**config.mk**
```make
export PLATFORM = sky130hd
export DESIGN_NAME = sector_guard
export DESIGN_NICKNAME = d
export VERILOG_FILES = /design/src/rtl/sg_pkg.sv /design/src/rtl/sg_lock_regs.sv /design/src/rtl/sg_grant.sv /design/src/rtl/sg_read_mask.sv /design/src/rtl/sector_guard.sv
export SDC_FILE = /design/constraint.sdc
export NUM_CORES = 1
export LEC_CHECK = 0
export BUFFER_PORTS_ARGS = -buffer_cell sky130_fd_sc_hd__buf_2
export CAP_MARGIN = 20
export CORE_ASPECT_RATIO = 0.9
export CORE_MARGIN = 5
export CORE_UTILIZATION = 55
export CTS_CLUSTER_SIZE = 8
export DETAILED_ROUTE_END_ITERATION = 10
export GPL_TIMING_DRIVEN = 0
export PLACE_DENSITY = 0.76
export SYNTH_ARGS = -nofsm -noshare
export SYNTH_HDL_FRONTEND = slang
export SYNTH_SLANG_ARGS = --single-unit
```
**constraint.sdc**
```tcl
create_clock -name clk_i -period 2.2 [get_ports clk_i]
set_clock_uncertainty 0.05 [all_clocks]
set_input_delay 0.33 -clock clk_i [delete_from_list [all_inputs] [get_ports clk_i]]
set_output_delay 0.33 -clock clk_i [all_outputs]
set_load 0.1 [all_outputs]
```
**src/rtl/sg_pkg.sv**
```systemverilog
package sg_pkg;
  typedef struct packed {
    logic rd_lock;
    logic wr_lock;
  } lock_t;

  localparam lock_t LOCK_DEFAULT = '{rd_lock: 1'b1, wr_lock: 1'b1};
endpackage

```
**src/rtl/sg_lock_regs.sv**
```systemverilog
module sg_lock_regs
  import sg_pkg::*;
#(
  parameter int NUM_SECTORS = 16,
  parameter int SEC_W       = $clog2(NUM_SECTORS)
) (
  input  logic                   clk_i,
  input  logic                   rst_ni,
  input  logic                   clr_i,
  input  logic                   we_i,
  input  logic [SEC_W-1:0]       wsec_i,
  input  lock_t                  wdata_i,
  output logic [NUM_SECTORS-1:0] wr_lock_o,
  output logic [NUM_SECTORS-1:0] rd_lock_o
);
  for (genvar g = 0; g < NUM_SECTORS; g++) begin : g_sec
    lock_t lock_q;
    logic  hit;
    assign hit = we_i && (wsec_i == SEC_W'(g));

    always_ff @(posedge clk_i or negedge rst_ni) begin
      if (!rst_ni)     lock_q <= LOCK_DEFAULT;
      else if (clr_i)  lock_q <= LOCK_DEFAULT;
      else if (hit)    lock_q <= wdata_i;
    end

    assign wr_lock_o[g] = lock_q.wr_lock;
    assign rd_lock_o[g] = lock_q.rd_lock;
  end

  AST_CLR_LOCKS: assert property (@(posedge clk_i) disable iff (!rst_ni)
    clr_i |=> (&wr_lock_o) && (&rd_lock_o));
  AST_HOLD_STATE: assert property (@(posedge clk_i) disable iff (!rst_ni)
    (!we_i && !clr_i) |=> $stable(wr_lock_o) && $stable(rd_lock_o));
endmodule

```
**src/rtl/sg_grant.sv**
```systemverilog
module sg_grant #(
  parameter int NUM_SECTORS = 16,
  parameter int SEC_W       = $clog2(NUM_SECTORS)
) (
  input  logic                   clk_i,
  input  logic                   rst_ni,
  input  logic                   req_valid_i,
  input  logic [SEC_W-1:0]       req_sector_i,
  input  logic [NUM_SECTORS-1:0] wr_lock_i,
  input  logic                   top_lock_ni,
  input  logic                   wp_ni,
  input  logic                   hold_reset_i,
  input  logic                   low_vcc_i,
  output logic                   grant_o,
  output logic                   reject_o
);
  localparam logic [SEC_W-1:0] TOP_SEC = SEC_W'(NUM_SECTORS - 1);

  logic in_range, is_top, hw_block, sw_block, env_block, ok;

  assign in_range  = 32'(req_sector_i) < NUM_SECTORS;
  assign is_top    = req_sector_i == TOP_SEC;
  // each pin only adds protection over its own range
  assign hw_block  = is_top ? !top_lock_ni : !wp_ni;
  assign sw_block  = !in_range || wr_lock_i[req_sector_i];
  assign env_block = hold_reset_i || low_vcc_i;
  assign ok        = !hw_block && !sw_block && !env_block;

  always_ff @(posedge clk_i or negedge rst_ni) begin
    if (!rst_ni) begin
      grant_o  <= 1'b0;
      reject_o <= 1'b0;
    end else begin
      grant_o  <= req_valid_i && ok;
      reject_o <= req_valid_i && !ok;
    end
  end

  AST_EXCLUSIVE: assert property (@(posedge clk_i) disable iff (!rst_ni)
    !(grant_o && reject_o));
  AST_NO_REQ_QUIET: assert property (@(posedge clk_i) disable iff (!rst_ni)
    !req_valid_i |=> !grant_o && !reject_o);
  AST_REQ_ANSWERED: assert property (@(posedge clk_i) disable iff (!rst_ni)
    req_valid_i |=> grant_o || reject_o);
  AST_ENV_REFUSE: assert property (@(posedge clk_i) disable iff (!rst_ni)
    req_valid_i && (low_vcc_i || hold_reset_i) |=> reject_o);
  AST_TOP_PIN: assert property (@(posedge clk_i) disable iff (!rst_ni)
    req_valid_i && is_top && !top_lock_ni |=> !grant_o);
  AST_WP_PIN: assert property (@(posedge clk_i) disable iff (!rst_ni)
    req_valid_i && !is_top && !wp_ni |=> !grant_o);
endmodule

```
**src/rtl/sg_read_mask.sv**
```systemverilog
module sg_read_mask #(
  parameter int NUM_SECTORS = 16,
  parameter int SEC_W       = $clog2(NUM_SECTORS),
  parameter int DATA_W      = 8
) (
  input  logic [SEC_W-1:0]       rd_sector_i,
  input  logic [NUM_SECTORS-1:0] rd_lock_i,
  input  logic [DATA_W-1:0]      rd_array_i,
  output logic [DATA_W-1:0]      rd_data_o
);
  logic hide;
  assign hide      = (32'(rd_sector_i) >= NUM_SECTORS) || rd_lock_i[rd_sector_i];
  assign rd_data_o = hide ? '0 : rd_array_i;
endmodule

```
**src/rtl/sector_guard.sv**
```systemverilog
module sector_guard
  import sg_pkg::*;
#(
  parameter int NUM_SECTORS = 16,
  parameter int DATA_W      = 8,
  localparam int SEC_W      = $clog2(NUM_SECTORS)
) (
  input  logic              clk_i,
  input  logic              rst_ni,
  input  logic              hold_reset_i,
  input  logic              low_vcc_i,
  input  logic              top_lock_ni,
  input  logic              wp_ni,
  input  logic              cfg_we_i,
  input  logic [SEC_W-1:0]  cfg_sector_i,
  input  logic [1:0]        cfg_wdata_i,
  output logic [1:0]        cfg_rdata_o,
  input  logic              req_valid_i,
  input  logic [SEC_W-1:0]  req_sector_i,
  output logic              grant_o,
  output logic              reject_o,
  input  logic [SEC_W-1:0]  rd_sector_i,
  input  logic [DATA_W-1:0] rd_array_i,
  output logic [DATA_W-1:0] rd_data_o
);
  logic [NUM_SECTORS-1:0] wr_lock, rd_lock;
  lock_t                  wdata;

  assign wdata = '{rd_lock: cfg_wdata_i[1], wr_lock: cfg_wdata_i[0]};

  sg_lock_regs #(.NUM_SECTORS(NUM_SECTORS), .SEC_W(SEC_W)) u_regs (
    .clk_i    (clk_i),
    .rst_ni   (rst_ni),
    .clr_i    (hold_reset_i),
    .we_i     (cfg_we_i),
    .wsec_i   (cfg_sector_i),
    .wdata_i  (wdata),
    .wr_lock_o(wr_lock),
    .rd_lock_o(rd_lock)
  );

  assign cfg_rdata_o = (32'(cfg_sector_i) < NUM_SECTORS)
                     ? {rd_lock[cfg_sector_i], wr_lock[cfg_sector_i]} : 2'b11;

  sg_grant #(.NUM_SECTORS(NUM_SECTORS), .SEC_W(SEC_W)) u_grant (
    .clk_i       (clk_i),
    .rst_ni      (rst_ni),
    .req_valid_i (req_valid_i),
    .req_sector_i(req_sector_i),
    .wr_lock_i   (wr_lock),
    .top_lock_ni (top_lock_ni),
    .wp_ni       (wp_ni),
    .hold_reset_i(hold_reset_i),
    .low_vcc_i   (low_vcc_i),
    .grant_o     (grant_o),
    .reject_o    (reject_o)
  );

  sg_read_mask #(.NUM_SECTORS(NUM_SECTORS), .SEC_W(SEC_W), .DATA_W(DATA_W)) u_mask (
    .rd_sector_i(rd_sector_i),
    .rd_lock_i  (rd_lock),
    .rd_array_i (rd_array_i),
    .rd_data_o  (rd_data_o)
  );

  AST_LOCKED_GRANT: assert property (@(posedge clk_i) disable iff (!rst_ni)
    req_valid_i && wr_lock[req_sector_i] |=> !grant_o);
endmodule

```
==> impl_results.md, run 1 <==
- Relative slew slack: 51.55%
- Most common cell after layout, fill and taps aside: dfstp_2
- Violated checks: negative setup slack
- Fin crit share: 101.2%
- Synthesized flop and latch total: 34
- Fmax: between 400 and 500 MHz
- Clock sinks: 34
- # diodes: 0
- CTS tree: done
- CTS Buf Count: 5
- Status: complete, but fails checks
- Worst-path clk slew: roughly 0.07 ns
- RD Place Congestion: about 0.78
- Initial Util: 57.84%
- Die height: just under 70 um
- Design area: roughly 0.0027 mm^2
- Drt initial violations: between 200 and 250
- Layout area overhead: 24.81%
- Initial antenna violation count: 0
- # IOs: 42
- Avg Cell Area, Syn: between 10 and 15 um^2
- Critical path arrival: between 1.5 and 2 ns
- Final Hold Viols: 0
- Sequential cell area fraction in the yosys report: roughly two fifths
- RSZ-0062 raised after global routing: yes
- Max Cap Viol: 0
- Worst-path cell chain: mux4_2, mux2i_1, mux2_4, and2_4, buf_12
- Die Width: roughly 76 um
- Root Buffer: clkbuf_8
- Worst Tran Pin Value: ~0.73 ns
- Crit path kind: reg2out
- Die area: ~0.0053 mm^2
- Gate Count Post-Synth: 195
- Worst setup SP type: flip-flop
- Final nets: about 270
- Port bufs: 39
- Number of routed nets with antenna violations: 0
- First-pass GRT wire length: 9.246 mm
- CP peak stage delay: about 0.46 ns
- Vias: 1,757
- CP Capture Type: output pin
- Hold Crit Class: in2async
- WL/cell: 19.51 um
- CTS H-tree depth: 2
- Max Root-Sink Buffers: 2
- P_leak: around 1.1 nW
- Worst Reg2Reg Path Length in Cells: 4
- Rows: 21
- Via density: between 6 and 7
- Synth cell types: 29
- Total GRT Usage: about 22%
- Global route overflow: 0
- Setup violators final: 10
- Critical path peak fanout: 8
- Pwr/cell area: a little under 500 mW/mm^2
- Worst setup margin: -0.02716 ns
- Crit path time final: roughly 2.2 ns
- Mapped Area: about 0.0022 mm^2
- CP required: around 1.8 ns
- DR DRC count: 0
- Warnings, synthesis: 0
- Hold_ws: 0.04347 ns
- Slew Viols, Final: 0
- Post-Place Worst Slack: -0.1484 ns
- First-pass detailed-route iteration total: 4
- Maximum VDD drop: 0.0004446 V
- Mapped Nets: around 230
- Clk_lat worst skew: 0.30 ns
- DP Area: ~0.0024 mm^2
- Vias in the first global route: 1,841
- Area leader, netlist: dfstp_2
- Post-synth top area share: between 30% and 40%
- Post-DP HPWL: 3.840 mm
- Largest net degree at the start of global routing: 35
- Total Routed Length: between 5 and 6 mm
- CORE AREA: between 0.003 and 0.004 mm^2
- Fillers: 280
- Synth top area cells: dfstp_2 39%, mux4_2 16%, nand3b_1 7.6%
- Share of layout cells above drive strength 1: 45.49%
- Crit-path slowest cell: mux4_2
- Commonest non-fill, non-tap cells in the layout: 32 x dfstp_2, 30 x buf_2, 22 x nand3b_1
-- power breakdown --
group | total (W) | internal (W) | switching [W]
Combinational | 0.000229 | 0.0000941 | 0.000135
Sequential | 0.000657 | 0.000648 | 0.00000942
Clock | 0.000461 | 0.000248 | 0.000213
-- worst max-delay path, delay by kind of cell (launching register included) --
kind | cells | cell delay, ns
simple gates | 1 | 0.17
mux | 3 | 0.83
flops | 1 | 0.38
buf+inv | 1 | 0.17
-- logic make-up after synthesis --
| kind of cell | share of synthesized area, % |
|---|---|
| compound gates | 5.239 |
| buf+inv | 3.051 |
| flops | 40.99 |
| mux | 26.88 |
| simple gates | 23.83 |
-- cell usage after synthesis --
cell and instances:
nand2b_1 15, and2_1 8, nor3_1 1, nand3b_1 22, buf_4 1, mux2i_1 16
or4_4 1, clkbuf_1 8, nand2_1 21, mux2_2 3, and4_1 1, nor3b_1 2
mux4_2 15, nand4_1 1, dfstp_2 32, buf_1 1, a31oi_1 1, mux4_1 2
nand3_1 1, buf_2 1, or3_1 2, and3_1 4, o21ai_0 18, inv_1 1
a211o_1 2, nor2_1 11, clkbuf_2 1, dfrtp_1 2, buf_6 1
-- metal layers --
| metal | global-route usage [%] | share of wire [%] | vias up |
|---|---|---|---|
| met4 | 11.07 | 2.7 | 0 |
| met2 | 34.70 | 47 | 47 |
| met3 | 4.935 | 4.3 | 14 |
| met1 | 28.67 | 46 | 889 |
| li1 | - | - | 807 |
| met5 | 0 | 0 | - |
-- what timing repair did --
item,4_1_cts,5_1_grt
cloned,0,0
resized for setup,44,6
endpoints found under the setup margin,10,10
pin swaps,1,7
setup buffers,3,0
hold buffers,0,0
-- final timing paths --
check	slack (ns)	to	startpoint
setup reg to reg	0.50	u_grant.grant_o	u_regs.wr_lock_o[1]
setup / recovery	-0.03	rd_data_o[0]	u_regs.rd_lock_o[13]
max in group asynchronous	1.60	u_grant.grant_o	rst_ni
hold / removal	0.04	u_grant.reject_o	rst_ni
min in group clk_i	0.19	u_grant.reject_o	req_valid_i
hold reg to reg	0.47	u_regs.wr_lock_o[9]	u_regs.wr_lock_o[9]
-- registers in the layout, summed over array words and instances, names as in the netlist --
name / flops
u_regs.wr_lock_o: 16
u_grant.reject_o: 1
u_regs.rd_lock_o: 16
u_grant.grant_o: 1
-- stage by stage --
step | power, W | cells | TNS (ns) | util (%)
detailed placement | 0.0008742 | 280 | -1.276 | 64.84
CTS | 0.001346 | 290 | -0.1233 | 71.89
global placement | 0.0008704 | 280 | -1.043 | 64.84
finish | 0.001347 | 290 | -0.1753 | 72.19
floorplan | 0.0007978 | 195 | 0 | -
global route | 0.001401 | 290 | -0.8946 | 72.19
-- area by class of cell --
cell class	count	area, um^2	share of cell area [%]
timing repair buffer	42	359.1	13.24
clock buffer	7	86.33	3.183
sequential	34	890.9	32.84
multi-input combinational	147	1240	45.71
inverter	1	3.754	0.1384
buffer	13	75.07	2.768
tap	46	57.56	2.122
Power figures use the tool's default switching activity.
==> run 2: changes to the inputs <==
CORE_UTILIZATION = 56   (was 55)
PLACE_DENSITY = 0.77   (was 0.76)
SYNTH_HIERARCHICAL = 1   (was default)
clock period = 2.1 ns   (was 2.2 ns; I/O delays follow)
==> run 2 against run 1 <==
Effect of this change:
- the flow still finishes with violations (negative setup slack)
- via count up 13%
- sequential power up 5.3%
- cell count is 7.9% higher
- largest cell class unchanged
==> impl_results.md, run 2 <==
- Number of synthesized flops with an enable pin: 0
- Largest net degree at the start of global routing: 35
- # hold bufs at CTS: 0
- First-pass GRT wire length: roughly 10 mm
- Vias: 1,992
- Worst setup margin: -0.2486 ns
- CTS tree: done
- Synth top area cells: dfstp_2 36%, a211o_1 9.8%, mux4_1 6.8%
- Worst-path clk slew: 0.07 ns
- Most common cell after layout, fill and taps aside: nor2_1
- Number of routed nets with antenna violations: 0
- Layout area overhead: 29.12%
- Drt initial violations: around 150
- RD Place Congestion: just over 0.9
- First-pass detailed-route iteration total: 5
- Synthesized flop and latch total: 34
- Global route overflow: 0
- Area leader, netlist: dfstp_2
- Synth cell types: 36
- Share of layout cells above drive strength 1: roughly 48%
- # IOs: 42
- RR Startpoint: u_regs/wr_lock_o[2]
- Mapped Area: between 0.002 and 0.0025 mm^2
- Commonest cells post-synth: 36 x nor2_1, 32 x dfstp_2, 26 x a211o_1
- Vias in the first global route: approximately 2,100
- Metal-1 WL: approximately 2.5 mm
- Gate Count Post-Synth: around 220
- Layout Cells excl Fill: about 310
- Fillers: roughly 280
- Port bufs: 38
- Met2 Wirelength: a little over 3 mm
- Relative slew slack: between 50 and 60%
- DP Area: about 0.0027 mm^2
- # diodes: 0
- Max Root-Sink Buffers: 2
- Crit path time final: about 2.3 ns
- Status: complete, but fails checks
- Reg-to-reg slack, setup: around 0.39 ns
- Commonest non-fill, non-tap cells in the layout: 36 x nor2_1, 32 x dfstp_2, 27 x buf_2
- Die height: slightly above 70 um
- Initial antenna violation count: 0
- CTS Buf Count: 5
- Worst setup SP type: flip-flop
- Final Hold Viols: 0
- Mapped Nets: between 200 and 250
- Avg Cell Area, Syn: 10.76 um^2
- Pwr/cell area: 503.2 mW/mm^2
- Post-Place Worst Slack: -0.3477 ns
- Slew Viols, Final: 0
- DR DRC count: 0
- Critical path arrival: 1.98 ns
- Wire length on met3: around 530 um
- Die area: roughly 0.0055 mm^2
- Root Buffer: clkbuf_8
- CP required: around 1.7 ns
- RSZ-0062 raised after global routing: yes
- Total GRT Usage: between 20% and 30%
- Hold Crit Class: in2async
- Sequential cell area fraction in the yosys report: 38.32%
- Top sig layer: met4
- Crit path kind: reg2out
- End of the worst register-to-register path: u_grant/grant_o
- Initial Util: between 50% and 60%
- Max Cap Viol: 0
- CP Capture Type: output pin
- P_leak: about 1.1 nW
- CORE AREA: 0.004046 mm^2
- Die Width: ~78 um
- Clock sinks: 34
- Critical path peak fanout: 8
- Warnings, synthesis: 6
- Rows: 22
- CTS H-tree depth: 2
- Post-DP HPWL: approximately 4.4 mm
- Design area: 0.003002 mm^2
- Hold_ws: 0.04408 ns
- WL/cell: 19.87 um
- Maximum VDD drop: between 0.0003 and 0.0004 V
- Clk_lat worst skew: between 0.2 and 0.3 ns
- Most common cell in the netlist: nor2_1
- Via density: around 6.4
- Violated checks: negative setup slack
- Post-synth top area share: 36.17%
- Placed cells: a little over 300
- Async S/R FF share, synth: 100.0%
- Total Routed Length: between 6 and 7 mm
- Worst Reg2Reg Path Length in Cells: 4
- Worst Tran Pin Value: 0.7193 ns
- Final nets: 294
- Most used DFF post-synth: dfstp_2
- Fin crit share: 111.8%
- Fmax: around 430 MHz
- Tot Pwr: about 0.0015 W
- Setup violators final: 8
## run 2: cell count changes in the layout (fill, tap and decap cells not counted), sizes merged, moves of 3 or more
cell    change
a211o      +26
and2        -8
mux2        +7
mux2i      -10
mux4        -4
nand2b      -7
nand3      +10
nand3b     -17
nor2       +25
nor2b       +3
o21ai      -18
o22ai       +8
or3b        +3
## run 2: layer usage
metal	vias up	track usage, %
met5	-	0
met2	90	39.76
met4	0	6.942
met1	981	31.35
li1	908	-
met3	13	4.707
## run 2: worst max-delay path by stage
stage | startpoint | end | slack, ns | depth (start not counted)
3_5_place_dp | rd_sector_i[2] | rd_data_o[4] | -0.35 | 5
6_report | u_regs/rd_lock_o[9] | rd_data_o[3] | -0.25 | 5
3_3_place_gp | rd_sector_i[2] | rd_data_o[0] | -0.35 | 5
4_1_cts | u_regs/rd_lock_o[9] | rd_data_o[1] | -0.25 | 5
2_1_floorplan | rd_sector_i[2] | rd_data_o[0] | -0.27 | 4
5_1_grt | u_regs/rd_lock_o[9] | rd_data_o[2] | -0.31 | 5
## run 2: logic make-up (layout without fill, tap and decap cells)
family,count (synthesis),in the layout,synth area share [%]
simple gates,100,100,21.69
compound gates,39,39,13.72
flops,34,34,38.32
mux,29,29,21.47
buf+inv,14,63,4.789
## run 2: repair_timing
| action | CTS | global route |
|---|---|---|
| setup endpoints to repair | 10 | 10 |
| pin swaps | 1 | 2 |
| gates cloned | 0 | 0 |
| endpoints found under the hold margin | 0 | 0 |
| gates resized for setup | 36 | 6 |
| setup buffers | 3 | 1 |
## run 2: final cells by class
cell class                 instances  area [um^2]  area share (%)
multi-input combinational        168         1454           48.44
sequential                        34        890.9           29.68
timing repair buffer              42        380.4           12.67
buffer                            12        121.4           4.043
clock buffer                       7        86.33           2.876
tap                               48        60.06           2.001
clock inverter                     1        5.005          0.1667
inverter                           1        3.754          0.1251
## run 2: where the power goes
group / total (W) / internal (W) / leakage, nW / switching, W
sequential: 0.000692 / 0.000681 / 0.362 / 0.0000107
combinational: 0.000332 / 0.000129 / 0.706 / 0.000204
clock: 0.000486 / 0.000264 / 0.0482 / 0.000222
total: 0.00151 / 0.00107 / 1.12 / 0.000436
## run 2: critical path: stages (launching register included)
cell and delay (ns):
dfstp_2 0.38, mux2_4 0.26, mux4_2 0.50, buf_12 0.18
o22ai_4 0.17, buf_12 0.20
## run 2: per-stage QoR
stage,TNS [ns],util [%]
3_5_place_dp,-3.064,66.82
2_1_floorplan,-2.147,-
5_1_grt,-2.348,74.18
3_3_place_gp,-3.053,66.82
4_1_cts,-1.901,73.44
6_report,-1.908,74.18
==> run 3: changes to the inputs <==
HOLD_SLACK_MARGIN = 0.08   (was default)
==> run 3 against run 2 <==
Effect of this change:
- the flow still finishes with violations (negative setup slack)
- combinational power about the same
- final area up 0.33%
- via count fell by 0.25%
- global-route usage unchanged
==> impl_results.md, run 3 (synthesized netlist as in run 2, its figures left out) <==
- Die height: approximately 71 um
- Critical path arrival: slightly below 2 ns
- Int Pwr: between 0.001 and 0.0015 W
- Share of layout cells above drive strength 1: 47.74%
- Initial antenna violation count: 0
- Max Root-Sink Buffers: 2
- Total GRT Usage: 23.76%
- Worst setup margin: -0.2551 ns
- Reg-to-reg slack, setup: approximately 0.4 ns
- Clock sinks: 34
- Clk_lat worst skew: approximately 0.28 ns
- Hold Crit Class: in2reg
- Slew Viols, Final: 0
- Port bufs: 38
- Post-Place Worst Slack: -0.3477 ns
- Flop pwr share: a little under half
- Vias: 1,987
- # diodes: 0
- Fin crit share: 112.1%
- Die area: roughly 0.0055 mm^2
- CTS Buf Count: 5
- Maximum VDD drop: about 0.00039 V
- RR Startpoint: u_regs/wr_lock_o[2]
- # IOs: 42
- CTS tree: done
- P_leak: roughly 1.1 nW
- Number of routed nets with antenna violations: 0
- Layout Cells excl Fill: 314
- Drt initial violations: 176
- Commonest non-fill, non-tap cells in the layout: 36 x nor2_1, 32 x dfstp_2, 27 x buf_2
- Layout area overhead: 29.55%
- Critical path peak fanout: 8
- RSZ-0062 raised after global routing: yes
- Logic pwr share: between 20% and 30%
- Area of the multi-input gates: between 0.001 and 0.0015 mm^2
- Violated checks: negative setup slack
- Most common cell after layout, fill and taps aside: nor2_1
- Largest net degree at the start of global routing: 35
- Vias in the first global route: ~2,100
- Crit path time final: 2.355 ns
- First-pass detailed-route iteration total: 5
- Pwr/cell area: between 500 and 600 mW/mm^2
- WL/cell: 19.92 um
- CP required: between 1.5 and 2 ns
- Initial Util: 57.45%
- Via density: roughly 6.3
- Worst setup SP type: flip-flop
- CP startpoint: u_regs/rd_lock_o[9]
- Status: complete, but fails checks
- Setup violators final: 8
- Max Cap Viol: 0
- Reg area: between 800 and 900 um^2
- Global route overflow: 0
- Switch share: ~29%
- Fmax: about 420 MHz
- Fillers: 283
- Final nets: between 200 and 300
- CORE AREA: 0.004046 mm^2
- Rows: 22
- DR DRC count: 0
- Root Buffer: clkbuf_8
- First-pass GRT wire length: 10.32 mm
- Die Width: ~78 um
- Net load switching power: 0.0004398 W
- Crit path kind: reg2out
- RD Place Congestion: approximately 0.92
- Final Hold Viols: 0
- End of the worst register-to-register path: u_grant/grant_o
- Post-DP HPWL: between 4 and 5 mm
- Relative slew slack: 51.65%
- CP endpoint: rd_data_o[3]
- Worst-path clk slew: ~0.070 ns
- Worst Tran Pin Value: about 0.73 ns
- CP Capture Type: output pin
- Total Routed Length: roughly 6.3 mm
- Placed cells: roughly 300
- Clock share of power: about a third
- Worst Reg2Reg Path Length in Cells: 4
- CTS H-tree depth: 2
run 3: cell count changes in the layout (fill, tap and decap cells not counted):
cell / previous run / this run
dlygate4sd3_1: 0 / 1
run 3: timing repair:
action,in CTS,in global routing
endpoints found under the setup margin,10,10
buffers inserted,3,1
hold buffers,1,0
endpoints found under the hold margin,2,0
pin swaps,1,2
cloned,0,0
gates resized for setup,36,6
run 3: cell type report:
| type | instances | area share [%] |
|---|---|---|
| multi-input cells | 168 | 48.28 |
| flip-flops and latches | 34 | 29.58 |
| repair buffers | 43 | 12.96 |
| plain buffers | 12 | 4.030 |
| clock buffers | 7 | 2.867 |
| well taps | 48 | 1.994 |
| clock inverters | 1 | 0.1662 |
| inverters | 1 | 0.1246 |
run 3: how the worst min path moves through the flow:
stage,start,endpoint,slack (ns),cells after the start
final,req_valid_i,u_grant/reject_o,0.20,3
after global routing,req_valid_i,u_grant/reject_o,0.20,3
after CTS,req_valid_i,u_grant/reject_o,0.20,3
after detailed placement,rst_ni,u_grant/grant_o,0.36,1
after global placement,rst_ni,u_grant/grant_o,0.37,1
after floorplan,rst_ni,u_grant/grant_o,-0.03,0
run 3: layer usage:
metal  global-route usage, %  vias up  share of wire, %
li1                        -      909                 -
met1                   31.35      982                42
met2                   39.76       84                50
met3                   4.707       12               6.7
met4                   6.942        0               1.9
met5                       0        -                 0
run 3: worst max-delay path: stages, from the launching register on:
cell and delay (ns):
dfstp_2 0.39, mux2_4 0.26, mux4_2 0.50, buf_12 0.18, o22ai_4 0.17, buf_12 0.20
run 3: per-stage QoR:
step / cell area [um^2] / total power [W] / setup TNS [ns] / util, % / hold slack, ns
2_1_floorplan: 2454 / 0.0009096 / -2.147 / - / -0.03059
3_3_place_gp: 2704 / 0.001000 / -3.053 / 66.82 / 0.3729
3_5_place_dp: 2704 / 0.001004 / -3.064 / 66.82 / 0.3607
4_1_cts: 2982 / 0.001511 / -1.901 / 73.69 / 0.1985
5_1_grt: 3012 / 0.001581 / -2.348 / 74.43 / 0.2045
6_report: 3012 / 0.001515 / -1.959 / 74.43 / 0.2042
run 3: power by group through the flow:
stage | registers, W | clock network, W | logic (W)
final | 0.000692 | 0.000489 | 0.000334
after detailed placement | 0.000701 | 0 | 0.000303
after CTS | 0.000691 | 0.000496 | 0.000324
after floorplan | 0.000707 | 0 | 0.000203
after global placement | 0.000701 | 0 | 0.000300
after global routing | 0.000694 | 0.000532 | 0.000355
